==> config.mk <==
export PLATFORM = sky130hd
export DESIGN_NAME = ir_carrier_meter
export DESIGN_NICKNAME = d
export VERILOG_FILES = /design/src/rtl/ir_carrier_meter.sv
export SDC_FILE = /design/constraint.sdc
export NUM_CORES = 1
export LEC_CHECK = 0
export BUFFER_PORTS_ARGS = -buffer_cell sky130_fd_sc_hd__buf_2
export CAP_MARGIN = 20
export CELL_PAD_IN_SITES_DETAIL_PLACEMENT = 1
export CELL_PAD_IN_SITES_GLOBAL_PLACEMENT = 2
export CORE_ASPECT_RATIO = 0.75
export CORE_MARGIN = 8
export CORE_UTILIZATION = 31
export CTS_CLUSTER_SIZE = 30
export DETAILED_ROUTE_END_ITERATION = 7
export PLACE_DENSITY = 0.77
export SYNTH_ARGS = -nofsm -noshare
export SYNTH_HDL_FRONTEND = slang
export SYNTH_SLANG_ARGS = --single-unit
==> constraint.sdc <==
create_clock -name clk -period 2.85 [get_ports clk]
set_input_delay 0.1425 -clock clk [delete_from_list [all_inputs] [get_ports clk]]
set_output_delay 0.1425 -clock clk [all_outputs]
set_load 0.03 [all_outputs]
==> src/rtl/ir_carrier_meter.sv <==
module ir_carrier_meter #(
  parameter int CW = 7,
  parameter int RW = 8,
  parameter logic [RW-1:0] THR_RST = RW'(1)
) (
  input  logic          clk,
  input  logic          rst_n,
  input  logic          tick_i,
  input  logic          ir_i,
  input  logic          det_en_i,
  input  logic          thr_wr_i,
  input  logic [RW-1:0] thr_wdata_i,
  input  logic          per_rd_i,
  output logic [CW:0]   per_o,
  output logic [CW:0]   high_o
);
  localparam logic [CW-1:0] CMAX = '1;
  localparam logic [RW-1:0] RMAX = '1;

  logic          ir_q;
  logic [CW-1:0] per_cnt, hi_cnt, per_q, hi_q;
  logic [RW-1:0] run, thr_q;
  logic          vld_q;

  wire           rise   = tick_i & det_en_i & ir_i & ~ir_q;
  wire           good   = per_cnt != CMAX;
  wire [RW-1:0]  run_nx = !good ? '0 : (run == RMAX ? run : run + RW'(1));
  wire           take   = rise & good & (run_nx >= thr_q) & ~vld_q;

  always_ff @(posedge clk) begin
    if (!rst_n) begin
      ir_q    <= 1'b0;
      per_cnt <= CMAX;
      hi_cnt  <= '0;
      run     <= '0;
      thr_q   <= THR_RST;
      per_q   <= '0;
      hi_q    <= '0;
      vld_q   <= 1'b0;
    end else begin
      if (thr_wr_i) thr_q <= thr_wdata_i;
      if (!det_en_i) begin
        ir_q    <= 1'b0;
        per_cnt <= CMAX;
        hi_cnt  <= '0;
        run     <= '0;
      end else if (tick_i) begin
        ir_q <= ir_i;
        if (rise) begin
          per_cnt <= CW'(1);
          hi_cnt  <= CW'(1);
          run     <= run_nx;
        end else begin
          if (per_cnt != CMAX) per_cnt <= per_cnt + CW'(1);
          else                 run     <= '0;
          if (ir_i && hi_cnt != CMAX) hi_cnt <= hi_cnt + CW'(1);
        end
      end
      if (take) begin
        per_q <= per_cnt;
        hi_q  <= hi_cnt;
      end
      if (take)          vld_q <= 1'b1;
      else if (per_rd_i) vld_q <= 1'b0;
    end
  end

  assign per_o  = {vld_q, per_q};
  assign high_o = {1'b0, hi_q};

  p_frozen_r6: assert property (@(posedge clk) disable iff (!rst_n)
    per_o[CW] && !per_rd_i |=> $stable(per_o) && $stable(high_o));
  p_clear_r7: assert property (@(posedge clk) disable iff (!rst_n)
    per_rd_i && per_o[CW] |=> !per_o[CW]);
  p_off_r8: assert property (@(posedge clk) disable iff (!rst_n)
    !det_en_i && !per_o[CW] |=> !per_o[CW]);
  p_no_tick_r9: assert property (@(posedge clk) disable iff (!rst_n)
    !tick_i && !per_rd_i |=> $stable(per_o) && $stable(high_o));
  p_sane_r10: assert property (@(posedge clk) disable iff (!rst_n)
    per_o[CW] |-> (per_o[CW-1:0] != '0) && (high_o[CW-1:0] <= per_o[CW-1:0]));
endmodule

Word-level counts from Yosys, hierarchy flattened
Cells that the tools add are included.
- register bits: 46
- logic and storage cells: 42
- add/sub/neg operators: 3
- magnitude comparators: 1
- equal/unequal tests: 4
- mux-type cells: 10
- bitwise logic cells: 8
- reductions and logical operators: 8
- operators with widths (operator ; count):
    2-to-1 mux 8 bit ; 4
    2-to-1 mux 7 bit ; 4
    adder 7 x 1 -> 7 bit (second input constant) ; 2
    != test 7 bit (second input constant) ; 2
    adder 8 x 1 -> 8 bit (second input constant) ; 1
    equality test 8 bit (second input constant) ; 1
    >= comparator 8 bit ; 1
    AND reduction 2 bit ; 4
    AND 1 bit ; 6
    nonzero test 2 bit ; 3
    2-to-1 mux 1 bit ; 2
    != test 2 bit (second input constant) ; 1
    inverter 1 bit ; 2
    logical AND 1 bit ; 1

Depth between registers and ports, before layout
- depth in word-level cells: 7
- mapped depth: 13
- depth with buffers taken out: 11

Worst setup path before layout
OpenSTA, ideal clock, no wires.
- path kind: flip-flop to flip-flop
- start point: register run[0]
- end point: register hi_q[5]
- setup time: 0.072 ns
- arrival time: 3.055 ns
- setup slack: -0.277 ns
- cell stages (with the launch flop): 13
- path buffers: 2
- clock period less this slack: 3.127 ns
- path through: dfxtp_1 > ha_1 > and4_1 > and4_1 > clkbuf_1 > xnor2_1 > nand2_1 > ha_1 > o211ai_1 > a211o_1 > a2111oi_4 > buf_6 > mux2i_1
- longest elaborated chain between the ends: 6
- elaborated cells on any way between the ends: 7
- those cells by class: add/sub: 1; order compare: 1; eq/ne: 1; mux: 2; bitwise: 2
- RTL lines (what ; line ; text):
    start, declared ; 22 ; logic [RW-1:0] run, thr_q;
    start signal, assigned ; 52 ; run <= run_nx;
    adder 8 x 1 -> 8 bit / equality test 8 bit (equally long branches) ; 27 ; wire [RW-1:0] run_nx = !good ? '0 : (run == RMAX ? run : run + RW'(1));
    2-to-1 mux 8 bit * (2 in a row) ; 27 ;
    >= comparator 8 bit * ; 28 ; wire take = rise & good & (run_nx >= thr_q) & ~vld_q;
    AND 1 bit * (2 in a row) ; 28 ;
    end signal, assigned ; 61 ; hi_q <= hi_cnt;
    end, declared ; 21 ; logic [CW-1:0] per_cnt, hi_cnt, per_q, hi_q;
Mark *: on every way between the ends. The rest lies on a longest branch, timed or not.
A chain may end at the register's enable or synchronous reset.

Worst setup path in the final report
- start point: register run[1]
- end point: register per_q[0]
- longest elaborated chain between the ends: 6
- elaborated cells on any way between the ends: 7
- those cells by class: add/sub: 1; order compare: 1; eq/ne: 1; mux: 2; bitwise: 2
- RTL lines (what ; line ; text):
    adder 8 x 1 -> 8 bit / equality test 8 bit (equally long branches) ; 27 ;
    2-to-1 mux 8 bit * (2 in a row) ; 27 ;
    >= comparator 8 bit * ; 28 ;
    AND 1 bit * (2 in a row) ; 28 ;
    end signal, assigned ; 60 ; per_q <= per_cnt;
    end, declared ; 21 ;
Marked as above.

==> impl_metrics.toml <==
[floorplan]
start_util_pct = 31.8
die_w_um = 116
dieArea_um2 = 10500
pin_count = 31
die_h_um = 90.9
rows = 27
core_um2 = 7300

[critical_path]
rr_endpoint = "per_q[0]$_SDFFE_PN0P_"
r2r_cells = 12
endpoint_kind = "flop"
path_cells = "ha_4 > and4_4 > and4_4 > xnor2_2 > nand2_1 > ha_1 > o211ai_1 > a211o_1 > a2111oi_4 > buf_4 > clkbuf_16 > mux2i_1"
critPathLaunch = "run[1]$_SDFFE_PN0P_"
worstSetupPathType = "flop to flop"
rrSetupSlack_ns = 0.11
crit_top_cell = "and4_4"
cp.arrival_ns = 2.97
slowest_delay_ns = 0.38
crit_fanout = 7
crit_path_end = "per_q[0]$_SDFFE_PN0P_"
cp-start-kind = "flop"
worstReg2RegStart = "run[1]$_SDFFE_PN0P_"
slowest_stage = "dfxtp_4"
required_ns = 3.09

[route]
viasPerCell = 4.75
drcViolationCount = 0
drt_iter0_markers = 57
wl_per_cell_um = 14.0
vias = 1941
drt.antenna.violating_nets = 0
wl_um = 5710
drt_first_pass_iters = 4

[yosys]
avgSynthCellArea_um2 = 8.73
yosysWarnings = 0
synth.cell_area_um2 = 2320
ys_async_sr_fraction_pct = 0
synth_top_flop_cell = "dfxtp_1"
synth_common_cells = "dfxtp_1, nand2_1, mux2i_1"
synth_fp_nets = 292
synth_edf_count = 0
synth_seq_area_share_pct = 39.7
synth-seq-cells = 46
netlist_instances = 266
synth_top_area_share_pct = 39.7
yosys-top-cells-area = "dfxtp_1, mux2i_1, nand2_1"
synth_top_area_cell = "dfxtp_1"
yosysMostFrequentCell = "dfxtp_1"
ys_types = 42

[timing]
skew_ns = 0.00610
fin_crit_sh_pct = 96.0
rsz0062_at_grt = "true"
min_period_ns = 2.74
fin_ws_ns = 0.113
worst_slew_pin_slew_ns = 0.701
drv_slew = 0
finalSetupTns_ns = 0
setup_viol = 0
hold_viol = 0
fmax_mhz = 365
slew_headroom_pct = 53.0

[clocking]
numCtsBuffers = 5
clk_pin_slew_ns = 0.09
clockBufferDepth = 2
cts_tree = "built"
ctsRootBufferMaster = "clkbuf_8"
cts_hold_buf = 0
htree_levels = 2
cts_sinks = 46
insertion_delay_ns = 0.30

[pwr]
fin_total_pwr_mw = 1.37
power.density_nw_per_um2 = 480
p_leak_nw = 1.16
vdd_drop_max_uv = 167

[run_status]
outcome = "complete, no violations"

[layout]
area.growth.synth_to_final_pct = 22.9
finalNetCount = 333
drive_gt1_share_pct = 22.7
diodes = 0
design_area_um2 = 2850

[placement]
postPlaceCellArea_um2 = 2670
io_buffers = 29
dp.final_hpwl_um = 4290
dp_slack_ns = -0.0197
gp_congestion = 0.765

[grt]
grt_max_degree = 39
grt_pass1_vias = 2091
grt_pass1_wl_um = 9850
grt-ovfl-total = 0
grt_use_total_pct = 11.5
antenna_found_initial = 0

[hold_path]
hp-class = "input port to flop"

[job]
maxCapViolations = 0
-- cell type report --
| class | instances | area, um2 |
|---|---|---|
| clock buffer | 6 | 72.6 |
| sequential | 46 | 930 |
| timing repair buffer | 48 | 318 |
| multi-input combinational | 197 | 1340 |
| fill | 874 | 4450 |
| inverter | 9 | 33.8 |
| tap | 101 | 126 |
| clock inverter | 2 | 36.3 |
-- layout by cell type (no fill, tap or decap), types with 2 or more instances in the layout --
master    instances
a311oi_1          3
o21ai_0          16
a32o_1            2
and4_4            3
inv_1             9
dfxtp_1          43
a21o_1            2
or2_2             2
nand2_1          44
dfxtp_4           2
nand4_1           4
nand2b_1          2
xor2_1            6
nand3_1           8
clkbuf_8          5
xnor2_2           3
mux2i_1          24
a211oi_1          3
nor2b_1           8
nor2_1           18
ha_1             10
buf_4            17
nor3_1            2
a31oi_1           3
buf_2            29
a21oi_1          11
and3_1            4
xnor2_1           3
-- routing by layer --
layer	share of wire, %	track usage, %
met4	1.2	4.20
met3	4.0	2.91
met2	44	18.3
met5	0	0
met1	51	14.5
-- what timing repair did --
item	4_1_cts	5_1_grt
resized for setup	2	5
cloned	0	1
endpoints found under the setup margin	14	15
buffers inserted	0	3
pin swaps	0	4
-- per-stage QoR --
| step | util [%] | cells | hold slack (ns) |
|---|---|---|---|
| finish | 39.1 | 409 | 0.0626 |
| floorplan | - | 266 | 0.271 |
| CTS | 38.1 | 405 | 0.0551 |
| global route | 39.1 | 409 | 0.0754 |
| detailed placement | 36.6 | 397 | 0.374 |
| global placement | 36.6 | 397 | 0.368 |
-- critical path, delay by kind of cell (launching register included) --
family | cells | cell delay [ns]
compound gates | 3 | 0.66
fa+ha+maj | 2 | 0.41
simple gates | 3 | 0.59
xor+xnor | 1 | 0.11
buf+inv | 2 | 0.35
flops | 1 | 0.38
mux | 1 | 0.17
-- worst min-delay path by stage --
stage                        start  slack (ns)                    end  cells after the start
finish              thr_wdata_i[0]        0.06  thr_q[0]$_SDFFE_PN1P_                      3
global route        thr_wdata_i[0]        0.08  thr_q[0]$_SDFFE_PN1P_                      3
CTS                 thr_wdata_i[0]        0.06  thr_q[0]$_SDFFE_PN1P_                      3
detailed placement  thr_wdata_i[0]        0.37  thr_q[0]$_SDFFE_PN1P_                      3
global placement    thr_wdata_i[0]        0.37  thr_q[0]$_SDFFE_PN1P_                      3
floorplan           thr_wdata_i[0]        0.27  thr_q[0]$_SDFFE_PN1P_                      2
-- cell families after synthesis --
logic type | share of synthesized area (%)
and+or+nand+nor | 20.3
buffers and inverters | 4.85
adders and majority gates | 5.93
other | 0.162
muxes | 10.4
xor gates and xnor gates | 4.53
AOI/OAI and AO/OA | 14.2
DFF | 39.7
-- power by group --
group / switching [mW] / internal (mW) / leakage (nW)
sequential: 0.0140 / 0.658 / 0.375
clock: 0.230 / 0.263 / 0.0557
combinational: 0.117 / 0.0865 / 0.731
total: 0.361 / 1.01 / 1.16
-- state kept, by name, indices dropped and copies added (netlist names) --
| signal | cells |
|---|---|
| hi_cnt | 7 |
| run | 8 |
| per_cnt | 7 |
| ir_q | 1 |
| thr_q | 8 |
| per_q | 7 |
| vld_q | 1 |
| hi_q | 7 |
(Power assumes the default switching activity.)
